`config.mk`:
```
export PLATFORM = sky130hd
export DESIGN_NAME = sat_evt_monitor
export DESIGN_NICKNAME = d
export VERILOG_FILES = /design/src/rtl/sevm_pkg.sv /design/src/rtl/evt_select.sv /design/src/rtl/gate_fsm.sv /design/src/rtl/sat_lane.sv /design/src/rtl/sat_evt_monitor.sv
export SDC_FILE = /design/constraint.sdc
export NUM_CORES = 1
export LEC_CHECK = 0
export ABC_CLOCK_PERIOD_IN_PS = 2460
export BUFFER_PORTS_ARGS = -buffer_cell sky130_fd_sc_hd__buf_4
export CORE_AREA = 2 2 112 114
export CTS_BUF_LIST = sky130_fd_sc_hd__clkbuf_16
export DETAILED_ROUTE_END_ITERATION = 8
export DIE_AREA = 0 0 114 116
export PLACE_DENSITY = 0.74
export RECOVER_POWER = 100
export SLEW_MARGIN = 20
export SYNTH_ARGS = -nofsm -noshare
export SYNTH_HDL_FRONTEND = slang
export SYNTH_HIERARCHICAL = 1
export SYNTH_SLANG_ARGS = --single-unit
```
`constraint.sdc`:
```
create_clock -name clk -period 2.46 [get_ports clk]
set_input_delay 0 -clock clk [delete_from_list [all_inputs] [get_ports clk]]
set_output_delay 0 -clock clk [all_outputs]
set_load 0.01 [all_outputs]
```
`src/rtl/sevm_pkg.sv`:
```
package sevm_pkg;
    localparam int SRC_W    = 4;
    localparam int MODE_W   = 2;
    localparam int CFG_W    = SRC_W + MODE_W;
    localparam int SRC_LSB  = MODE_W;

    typedef enum logic [0:0] {
        GS_HALT = 1'b0,
        GS_RUN  = 1'b1
    } gate_state_t;

    typedef struct packed {
        logic [SRC_W-1:0]  src;
        logic [MODE_W-1:0] irq_mode;
    } lane_cfg_t;
endpackage

```
`src/rtl/evt_select.sv`:
```
module evt_select
    import sevm_pkg::*;
#(
    parameter int NUM_EVT    = 15,
    parameter int BASE_EVT   = 9,
    parameter bit EXT_EVENTS = 1'b1
) (
    input  logic [SRC_W-1:0]   src,
    input  logic [NUM_EVT-1:0] evt,
    output logic               hit
);
    localparam int NCODE = 1 << SRC_W;

    logic [NCODE-1:0] avail;

    assign avail[0] = 1'b0;

    for (genvar c = 1; c < NCODE; c++) begin : g_code
        if (c <= NUM_EVT && (c <= BASE_EVT || EXT_EVENTS)) begin : g_live
            assign avail[c] = evt[c-1];
        end else begin : g_tied
            assign avail[c] = 1'b0;
        end
    end

    assign hit = avail[src];
endmodule

```
`src/rtl/gate_fsm.sv`:
```
module gate_fsm
    import sevm_pkg::*;
(
    input  logic clk,
    input  logic rst_n,
    input  logic ctrl_wr,
    input  logic ctrl_bit,
    output logic run
);
    gate_state_t state_q, state_d;

    always_ff @(posedge clk) begin
        if (!rst_n) state_q <= GS_HALT;
        else        state_q <= state_d;
    end

    always_comb begin
        state_d = state_q;
        unique case (state_q)
            GS_HALT: if (ctrl_wr && ctrl_bit)  state_d = GS_RUN;
            GS_RUN:  if (ctrl_wr && !ctrl_bit) state_d = GS_HALT;
            default: state_d = GS_HALT;
        endcase
    end

    always_comb begin
        unique case (state_q)
            GS_RUN:  run = 1'b1;
            default: run = 1'b0;
        endcase
    end

    // the gate follows the last control write
    p_gate_follow_r5: assert property (@(posedge clk) disable iff (!rst_n)
        ctrl_wr |=> (run == $past(ctrl_bit)));
endmodule

```
`src/rtl/sat_lane.sv`:
```
module sat_lane #(
    parameter int CNT_W = 32
) (
    input  logic             clk,
    input  logic             rst_n,
    input  logic             en,
    input  logic             hit,
    input  logic             wr_val,
    input  logic [CNT_W-1:0] wdata,
    output logic [CNT_W-1:0] cnt
);
    localparam logic [CNT_W-1:0] TOP = '1;

    always_ff @(posedge clk) begin
        if (!rst_n)                          cnt <= '0;
        else if (wr_val)                     cnt <= wdata;
        else if (en && hit && cnt != TOP)    cnt <= cnt + 1'b1;
    end

    p_sat_hold_r4: assert property (@(posedge clk) disable iff (!rst_n)
        (cnt == TOP && !wr_val) |=> (cnt == TOP));

    p_frozen_r5: assert property (@(posedge clk) disable iff (!rst_n)
        (!en && !wr_val) |=> $stable(cnt));

    p_write_wins_r7: assert property (@(posedge clk) disable iff (!rst_n)
        wr_val |=> (cnt == $past(wdata)));

    p_single_step_r8: assert property (@(posedge clk) disable iff (!rst_n)
        !wr_val |=> ((cnt == $past(cnt)) || (cnt == $past(cnt) + 1'b1)));
endmodule

```
`src/rtl/sat_evt_monitor.sv`:
```
module sat_evt_monitor
    import sevm_pkg::*;
#(
    parameter int CNT_W      = 32,
    parameter int ADDR_W     = 8,
    parameter int NUM_CTR    = 2,
    parameter int NUM_EVT    = 15,
    parameter int BASE_EVT   = 9,
    parameter bit EXT_EVENTS = 1'b1,
    parameter int CTRL_OFS   = 'h00,
    parameter int CFG_HI_OFS = 'h0C,
    parameter int VAL_HI_OFS = 'h14
) (
    input  logic               clk,
    input  logic               rst_n,
    input  logic               bus_wr,
    input  logic [ADDR_W-1:0]  bus_addr,
    input  logic [CNT_W-1:0]   bus_wdata,
    output logic [CNT_W-1:0]   bus_rdata,
    input  logic [NUM_EVT-1:0] evt_pulse
);
    localparam logic [ADDR_W-1:0] CTRL_A = ADDR_W'(CTRL_OFS);

    logic             run;
    logic             ctrl_hit;
    lane_cfg_t        cfg_q [NUM_CTR];
    logic [CNT_W-1:0] cnt   [NUM_CTR];

    assign ctrl_hit = (bus_addr == CTRL_A);

    gate_fsm u_gate (
        .clk      (clk),
        .rst_n    (rst_n),
        .ctrl_wr  (bus_wr && ctrl_hit),
        .ctrl_bit (bus_wdata[0]),
        .run      (run)
    );

    for (genvar k = 0; k < NUM_CTR; k++) begin : g_lane
        localparam logic [ADDR_W-1:0] CFG_A = ADDR_W'(CFG_HI_OFS - 4 * k);
        localparam logic [ADDR_W-1:0] VAL_A = ADDR_W'(VAL_HI_OFS - 4 * k);

        logic hit;
        logic wr_val;

        always_ff @(posedge clk) begin
            if (!rst_n)
                cfg_q[k] <= '0;
            else if (bus_wr && bus_addr == CFG_A)
                cfg_q[k] <= lane_cfg_t'(bus_wdata[CFG_W-1:0]);
        end

        assign wr_val = bus_wr && (bus_addr == VAL_A);

        evt_select #(
            .NUM_EVT    (NUM_EVT),
            .BASE_EVT   (BASE_EVT),
            .EXT_EVENTS (EXT_EVENTS)
        ) u_sel (
            .src (cfg_q[k].src),
            .evt (evt_pulse),
            .hit (hit)
        );

        sat_lane #(.CNT_W(CNT_W)) u_lane (
            .clk    (clk),
            .rst_n  (rst_n),
            .en     (run),
            .hit    (hit),
            .wr_val (wr_val),
            .wdata  (bus_wdata),
            .cnt    (cnt[k])
        );

        // a lane with source 0 holds its value
        p_src_off_r6: assert property (@(posedge clk) disable iff (!rst_n)
            (cfg_q[k].src == '0 && !wr_val) |=> $stable(cnt[k]));

        // an enabled lane with its event high and headroom advances
        p_counts_r3: assert property (@(posedge clk) disable iff (!rst_n)
            (run && !wr_val && cfg_q[k].src == 4'd1 && evt_pulse[0] && cnt[k] != '1)
            |=> (cnt[k] == $past(cnt[k]) + 1'b1));
    end

    always_comb begin
        bus_rdata = '0;
        if (ctrl_hit) bus_rdata[0] = run;
        for (int k = 0; k < NUM_CTR; k++) begin
            if (bus_addr == ADDR_W'(CFG_HI_OFS - 4 * k))
                bus_rdata[CFG_W-1:0] = cfg_q[k];
            if (bus_addr == ADDR_W'(VAL_HI_OFS - 4 * k))
                bus_rdata = cnt[k];
        end
    end
endmodule

```
==> results by group, run 1 <==
Status
  – Status: finished, violations left
  – Failing checks: setup timing

Final layout
  – Antenna cells: 0
  – Finished Cell Area: 7162 µm²
  – Share of layout cells above drive strength 1: 27.30%
  – Fin cells: 909
  – Final nets: 817
  – Post-layout util: 60.13%
  – Layout area overhead: 34.94%

Drt
  – Post-DR wirelength/cell: 21.55 µm
  – Vias/cell: 6.635
  – Pre-antenna DRT Iters: 6
  – DRT iter0 DRCs: 651
  – Residual DRC: 0
  – Via Count: 6031
  – Routed WL: 19590 µm
  – Antenna Nets Post-Route: 0

Worst setup path
  – Critical Path, Cell by Cell: mux2i_1 > mux4_2 > mux2i_1 > nand2_1 > or4_4 > buf_4 > buf_6 > a2111oi_4 > xnor2_1 > a21oi_1
  – Worst path slowest cell: or4_4
  – Worst Setup Start Kind: register
  – Critical path capture point: g_lane[1].u_lane/cnt[17]
  – Critical path class: reg -> reg
  – R2R Setup Slk: -430 ps
  – Setup crit end kind: register
  – CP startpoint: cfg_q[1][4]
  – Worst reg2reg endpoint: g_lane[1].u_lane/cnt[17]
  – Crit-path most repeated cell: mux2i_1
  – Max incr delay on CP: 560 ps
  – Critical path data required time: 2680 ps
  – Crit path max fanout: 6
  – WP data arrival: 3110 ps
  – R2R Path Start: cfg_q[1][4]
  – Reg2Reg Depth: 10

STA
  – Least-Margin Pin Slew: 713.5 ps
  – Post-route setup slack: -431.2 ps
  – Fin. max-slew vios: 0
  – Peak Freq: 345.9 MHz
  – Fin. Hold Viols: 0
  – Fin crit share: 117.5%
  – Final setup vio count: 41
  – Max_slew headroom: 52.25%
  – Fin Hold WS: 12.20 ps
  – Setup TNS: -8507 ps
  – RSZ-0062 raised after global routing: yes
  – Min Tclk post-route: 2891 ps
  – Setup Skew: 8.726 ps

Placement
  – Placed cell area: 6354 µm²
  – HPWL Detailed: 13790 µm
  – Placed Cells: 857
  – Port Buffers: 89
  – RePlAce Congestion: 1.027
  – Post-Place Setup Slack: -414.8 ps

Yosys
  – Area of the mapped netlist: 5308 µm²
  – Seq cells post-synth: 77
  – Post-synth EDFFs: 12
  – Syn_nets: 663
  – Fraction of registers with async set/reset: 0%
  – Register area share after synthesis: 31.31%
  – Ys Warns: 6
  – Synth cell types: 58
  – Avg Inst Size Synth: 8.802 µm²
  – Post-synth top flop: dfxtp_1
  – Post-Syn Instances: 603

Global routing
  – GRT Total Usage: 29.34%
  – Congestion Overflow GR: 0
  – First-pass GRT wire length: 30150 µm
  – Largest net degree at the start of global routing: 69
  – Vias in the first global route: 5685
  – Initial antenna violation count: 0

Pwr
  – Static Leak: 2.486 nW
  – Power Dens Cells: 395.2 nW/µm²
  – Tot Pwr: 2.830 mW
  – Worst vdd ir: 0.2453 mV

Floorplan
  – Row cnt: 40
  – CORE AREA: 11910 µm²
  – Full die area: 13220 µm²
  – Initial Utilization: 44.56%
  – Die width: 114 µm
  – Top Ports: 90
  – Die height: 116 µm

Clock tree
  – CTS clock-pin slew for the worst setup and hold paths: 60 ps
  – Clk_lat worst skew: 340 ps
  – CTS tree: built
  – H-tree depth reported by CTS: 3
  – Total CTS buffers: 9
  – Clock Sink Count: 77
  – Root buffer cell: clkbuf_16
  – Worst-case clock buffer depth: 2

Run
  – MaxCap Viol Count: 0

Worst hold path
  – Hold Path Cell Cnt: 3
  – HP Class: in -> reg
## layout by cell type, fill, tap and decap left out, drive strengths merged, types with 3 or more instances in the layout
master and instances:
nand4 30, dlygate4sd3 23, and2 20, mux4 6
o31ai 21, edfxtp 12, nor3 13, nor4b 3
a211oi 10, clkinv 3, a21o 6, or3 22
and4 6, a22oi 7, a22o 26, xnor2 8
nor2 14, nor3b 6, o21ai 79, a31oi 42
nand3 25, or2 3, nand2 36, and3 4
nor4 8, inv 19, dfxtp 65, buf 117
clkbuf 46, a221o 6, or4 21, nor2b 3
mux2i 13, a21oi 18
## kinds of logic (layout without fill, tap and decap cells)
| logic type | Yosys count | in the layout | share of synthesized area (%) |
|---|---|---|---|
| adders and majority gates | 2 | 2 | 0.4714 |
| and+or+nand+nor | 221 | 221 | 28.17 |
| AOI/OAI and AO/OA | 225 | 225 | 28.03 |
| muxes | 19 | 19 | 5.280 |
| xor gates and xnor gates | 10 | 10 | 1.650 |
| DFF | 77 | 77 | 31.31 |
| buffers and inverters | 49 | 208 | 5.092 |
## state kept, by name, summed over array words and instances (netlist names), named ones only
register           flops
cfg_q                 12
g_lane.u_lane/cnt     64
## critical path: cells and delay by family (launching register included)
family	cells	cell delay, ps
xor gates and xnor gates	1	150
and+or+nand+nor	2	700
muxes	3	860
buffers and inverters	2	280
DFF	1	500
AOI/OAI and AO/OA	2	280
## layer usage
| layer | GRT usage (%) | wire length (µm) |
|---|---|---|
| met1 | 40.56 | 8282 |
| met2 | 46.03 | 9054 |
| met3 | 3.609 | 1529 |
| met4 | 13.41 | 722 |
| met5 | 0 | 0 |
## layout make-up
class,instances,area (µm²)
Clock buffer,10,250.2
Clock inverter,6,26.28
Fill cell,1056,4750
Inverter,16,60.06
Multi-Input combinational cell,477,3661
Sequential cell,77,1662
Tap cell,147,183.9
Timing Repair Buffer,176,1319
## timing repair
item | 4_1_cts | 5_1_grt
hold endpoints to repair | 44 | 0
setup buffers | 11 | 9
endpoints found under the setup margin | 40 | 61
pin swaps | 26 | 36
gates resized for setup | 35 | 37
hold buffers | 23 | 0
## cell usage after synthesis (6+ instances only)
cell / instances / share of area (%)
dfxtp_1: 65 / 25
mux2i_1: 13 / 2.5
nor3_1: 10 / 0.94
buf_6: 9 / 1.9
nand3_1: 25 / 2.4
inv_1: 16 / 1.1
and2_1: 20 / 2.4
nor2_1: 13 / 0.92
nand2_1: 36 / 2.5
a211oi_1: 10 / 1.4
or4_1: 18 / 2.5
nand4_1: 26 / 3.1
a31oi_1: 42 / 5.0
clkbuf_1: 20 / 1.4
a21oi_1: 18 / 1.7
edfxtp_1: 12 / 6.8
or3_1: 20 / 2.4
xnor2_1: 8 / 1.3
o21ai_0: 77 / 7.3
a21o_1: 6 / 0.85
o31ai_1: 21 / 3.0
nor3b_1: 6 / 0.85
a22o_1: 26 / 4.3
a22oi_1: 7 / 0.99
## worst min-delay path by stage
stage	from	end	slack, ps
after floorplan	rst_n	register	130
after global placement	bus_wdata[7]	g_lane[1].u_lane/cnt[7]	300
after detailed placement	bus_wdata[16]	g_lane[0].u_lane/cnt[16]	310
after CTS	bus_wdata[6]	g_lane[1].u_lane/cnt[6]	1
after global routing	bus_wdata[8]	g_lane[0].u_lane/cnt[8]	10
final	bus_wdata[8]	g_lane[0].u_lane/cnt[8]	10
## power by group
part	leakage, nW	internal (mW)	switching, mW
combinational	1.70	0.139	0.127
clock	0.144	0.730	0.529
sequential	0.637	1.29	0.0146
total	2.49	2.16	0.671
No activity file was read; power rests on OpenSTA's default activity.
==> inputs of run 2 (changes only) <==
--- a/config.mk
+++ b/config.mk
@@ -13,6 +13,7 @@
 export DIE_AREA = 0 0 114 116
 export PLACE_DENSITY = 0.74
 export RECOVER_POWER = 100
+export SKIP_CTS_REPAIR_TIMING = 1
 export SLEW_MARGIN = 20
 export SYNTH_ARGS = -nofsm -noshare
 export SYNTH_HDL_FRONTEND = slang
==> results by group, run 2 (synthesis results as in run 1) <==
Clock tree
  – CTS tree: built
  – H-tree depth reported by CTS: 3 (unchanged)
  – CTS clock-pin slew for the worst setup and hold paths: 60 ps (about the same)
  – Root buffer cell: clkbuf_16
  – Worst-case clock buffer depth: 2 (unchanged)
  – Clock Sink Count: 77 (unchanged)
  – Total CTS buffers: 9 (unchanged)
  – Clk_lat worst skew: 340 ps (about the same)

STA
  – Max_slew headroom: 51.43% (-0.83 points)
  – Peak Freq: 352.4 MHz (+1.9%)
  – Final setup vio count: 34 (-17%)
  – Setup Skew: 7.316 ps (-1.410 ps)
  – Post-route setup slack: -377.5 ps (+53.73 ps)
  – Fin. Hold Viols: 13 (+13)
  – Fin Hold WS: -20.96 ps (-33.16 ps)
  – Min Tclk post-route: 2838 ps (-53.73 ps)
  – Fin. max-slew vios: 0 (unchanged)
  – RSZ-0062 raised after global routing: yes
  – Fin crit share: 115.3% (-2.2 points)
  – Least-Margin Pin Slew: 723.1 ps (+9.583 ps)

Worst setup path
  – Worst Setup Start Kind: register
  – Setup crit end kind: register
  – R2R Setup Slk: -380 ps (+50 ps)
  – WP data arrival: 3100 ps (about the same)
  – Critical path class: reg -> reg
  – Crit path max fanout: 6 (unchanged)
  – Critical path data required time: 2730 ps (+50 ps)

Final layout
  – Most frequent cells in the layout: buf_4 (106), o21ai_0 (76), dfxtp_1 (65)
  – Final nets: 796 (-2.6%)
  – Fin cells: 889 (-2.2%)
  – Share of layout cells above drive strength 1: 27.94% (+0.64 points)
  – Max reg flops: 64 (unchanged)
  – Most common cell after layout, fill and taps aside: buf_4
  – Top flop regs: g_lane.u_lane/cnt (64), cfg_q (12)
  – Layout area overhead: 30.86%
  – Top reg by flops: g_lane.u_lane/cnt

Placement
  – Post-Place Setup Slack: -414.8 ps (unchanged)
  – Port Buffers: 89 (unchanged)
  – HPWL Detailed: 13790 µm (unchanged)
  – Placed Cells: 857 (unchanged)
  – RePlAce Congestion: 1.027 (unchanged)

Floorplan
  – Row cnt: 40 (unchanged)
  – Top Ports: 90 (unchanged)
  – Initial Utilization: 44.56% (unchanged)
  – Full die area: 13220 µm² (unchanged)
  – Die height: 116 µm (unchanged)
  – CORE AREA: 11910 µm² (unchanged)
  – Die width: 114 µm (unchanged)

Drt
  – Routed WL: 19040 µm (-2.8%)
  – Vias/cell: 6.551 (-1.3%)
  – Post-DR wirelength/cell: 21.42 µm (-0.61%)
  – Antenna Nets Post-Route: 0 (unchanged)
  – DRT iter0 DRCs: 584 (-10%)
  – Via Count: 5824 (-3.4%)
  – Residual DRC: 0 (unchanged)
  – Pre-antenna DRT Iters: 5 (-1)

Global routing
  – Initial antenna violation count: 1 (+1)
  – Congestion Overflow GR: 0 (unchanged)
  – Gr busiest metal: met2
  – M1 GR Usage: 39.16% (-1.4 points)
  – GRT Total Usage: 27.81% (-1.5 points)
  – Vias in the first global route: 5360 (-5.7%)
  – First-pass GRT wire length: 28550 µm (-5.3%)
  – Grt met2 use: 44.09% (-1.9 points)
  – Met3 Track Usage GR: 3.138% (-0.47 points)
  – Largest net degree at the start of global routing: 69 (unchanged)

Worst hold path
  – HP Class: in -> reg

Pwr
  – Static Leak: 2.401 nW (-3.4%)
  – Worst vdd ir: 0.2422 mV (-1.3%)
  – Tot Pwr: 2.834 mW (+0.13%)
  – Power Dens Cells: 408.1 nW/µm² (+3.3%)

Status
  – Failing checks: hold timing, setup timing
  – Status: finished, violations left

Run
  – MaxCap Viol Count: 0 (unchanged)
## run 2: cell types whose count changed in the layout (fill, tap and decap cells not counted), moves of 3 or more
cell / before / now
dlygate4sd3_1: 23 / 5
buf_6: 12 / 6
buf_4: 103 / 106
mux2i_4: 0 / 3
nand2_1: 35 / 32
## run 2: per-layer routing
layer  part of all wire (%)  up-vias
met5                      0        -
met4                    2.8        0
met3                    8.0       40
met2                     47      302
met1                     43     2803
li1                       -     2679
## run 2: area by class of cell
cell class | instances | area [µm²]
antenna | 1 | 2.502
sequential | 77 | 1662
timing repair buffer | 155 | 1079
clock buffer | 10 | 250.2
inverter | 16 | 60.06
tap | 147 | 183.9
clock inverter | 6 | 26.28
fill | 1086 | 4966
multi-input combinational | 477 | 3682
## run 2: worst paths after layout
kind	start	to	cells after the start
hold / removal	bus_wdata[22]	g_lane[0].u_lane/cnt[22]	3
hold reg to reg	g_lane[1].u_lane/cnt[21]	g_lane[1].u_lane/cnt[21]	2
setup / recovery	cfg_q[0][4]	g_lane[0].u_lane/cnt[13]	8
setup reg to reg	cfg_q[0][4]	g_lane[0].u_lane/cnt[13]	8
## run 2: power breakdown
group | switching, mW | leakage (nW) | internal [mW]
clock | 0.538 | 0.144 | 0.730
sequential | 0.0153 | 0.637 | 1.29
combinational | 0.129 | 1.62 | 0.131
## run 2: through the flow
step	hold slack (ps)	instance area, µm²	utilization, %	setup TNS [ps]
after floorplan	128.2	5316	-	-2247
after global placement	299.1	6354	53.34	-5115
after detailed placement	313.1	6354	53.34	-8125
after CTS	-43.58	6630	55.66	-8381
after global routing	2.721	6943	58.29	-11110
final	-20.96	6945	58.31	-6674
## run 2: critical path, stage by stage, from the launching register on
cell and delay, ps:
edfxtp_1 500, mux2i_1 160, mux4_2 500, mux2i_4 190
nand2_2 80, or4_4 510, a21o_1 220, or4_1 420
a31oi_1 190
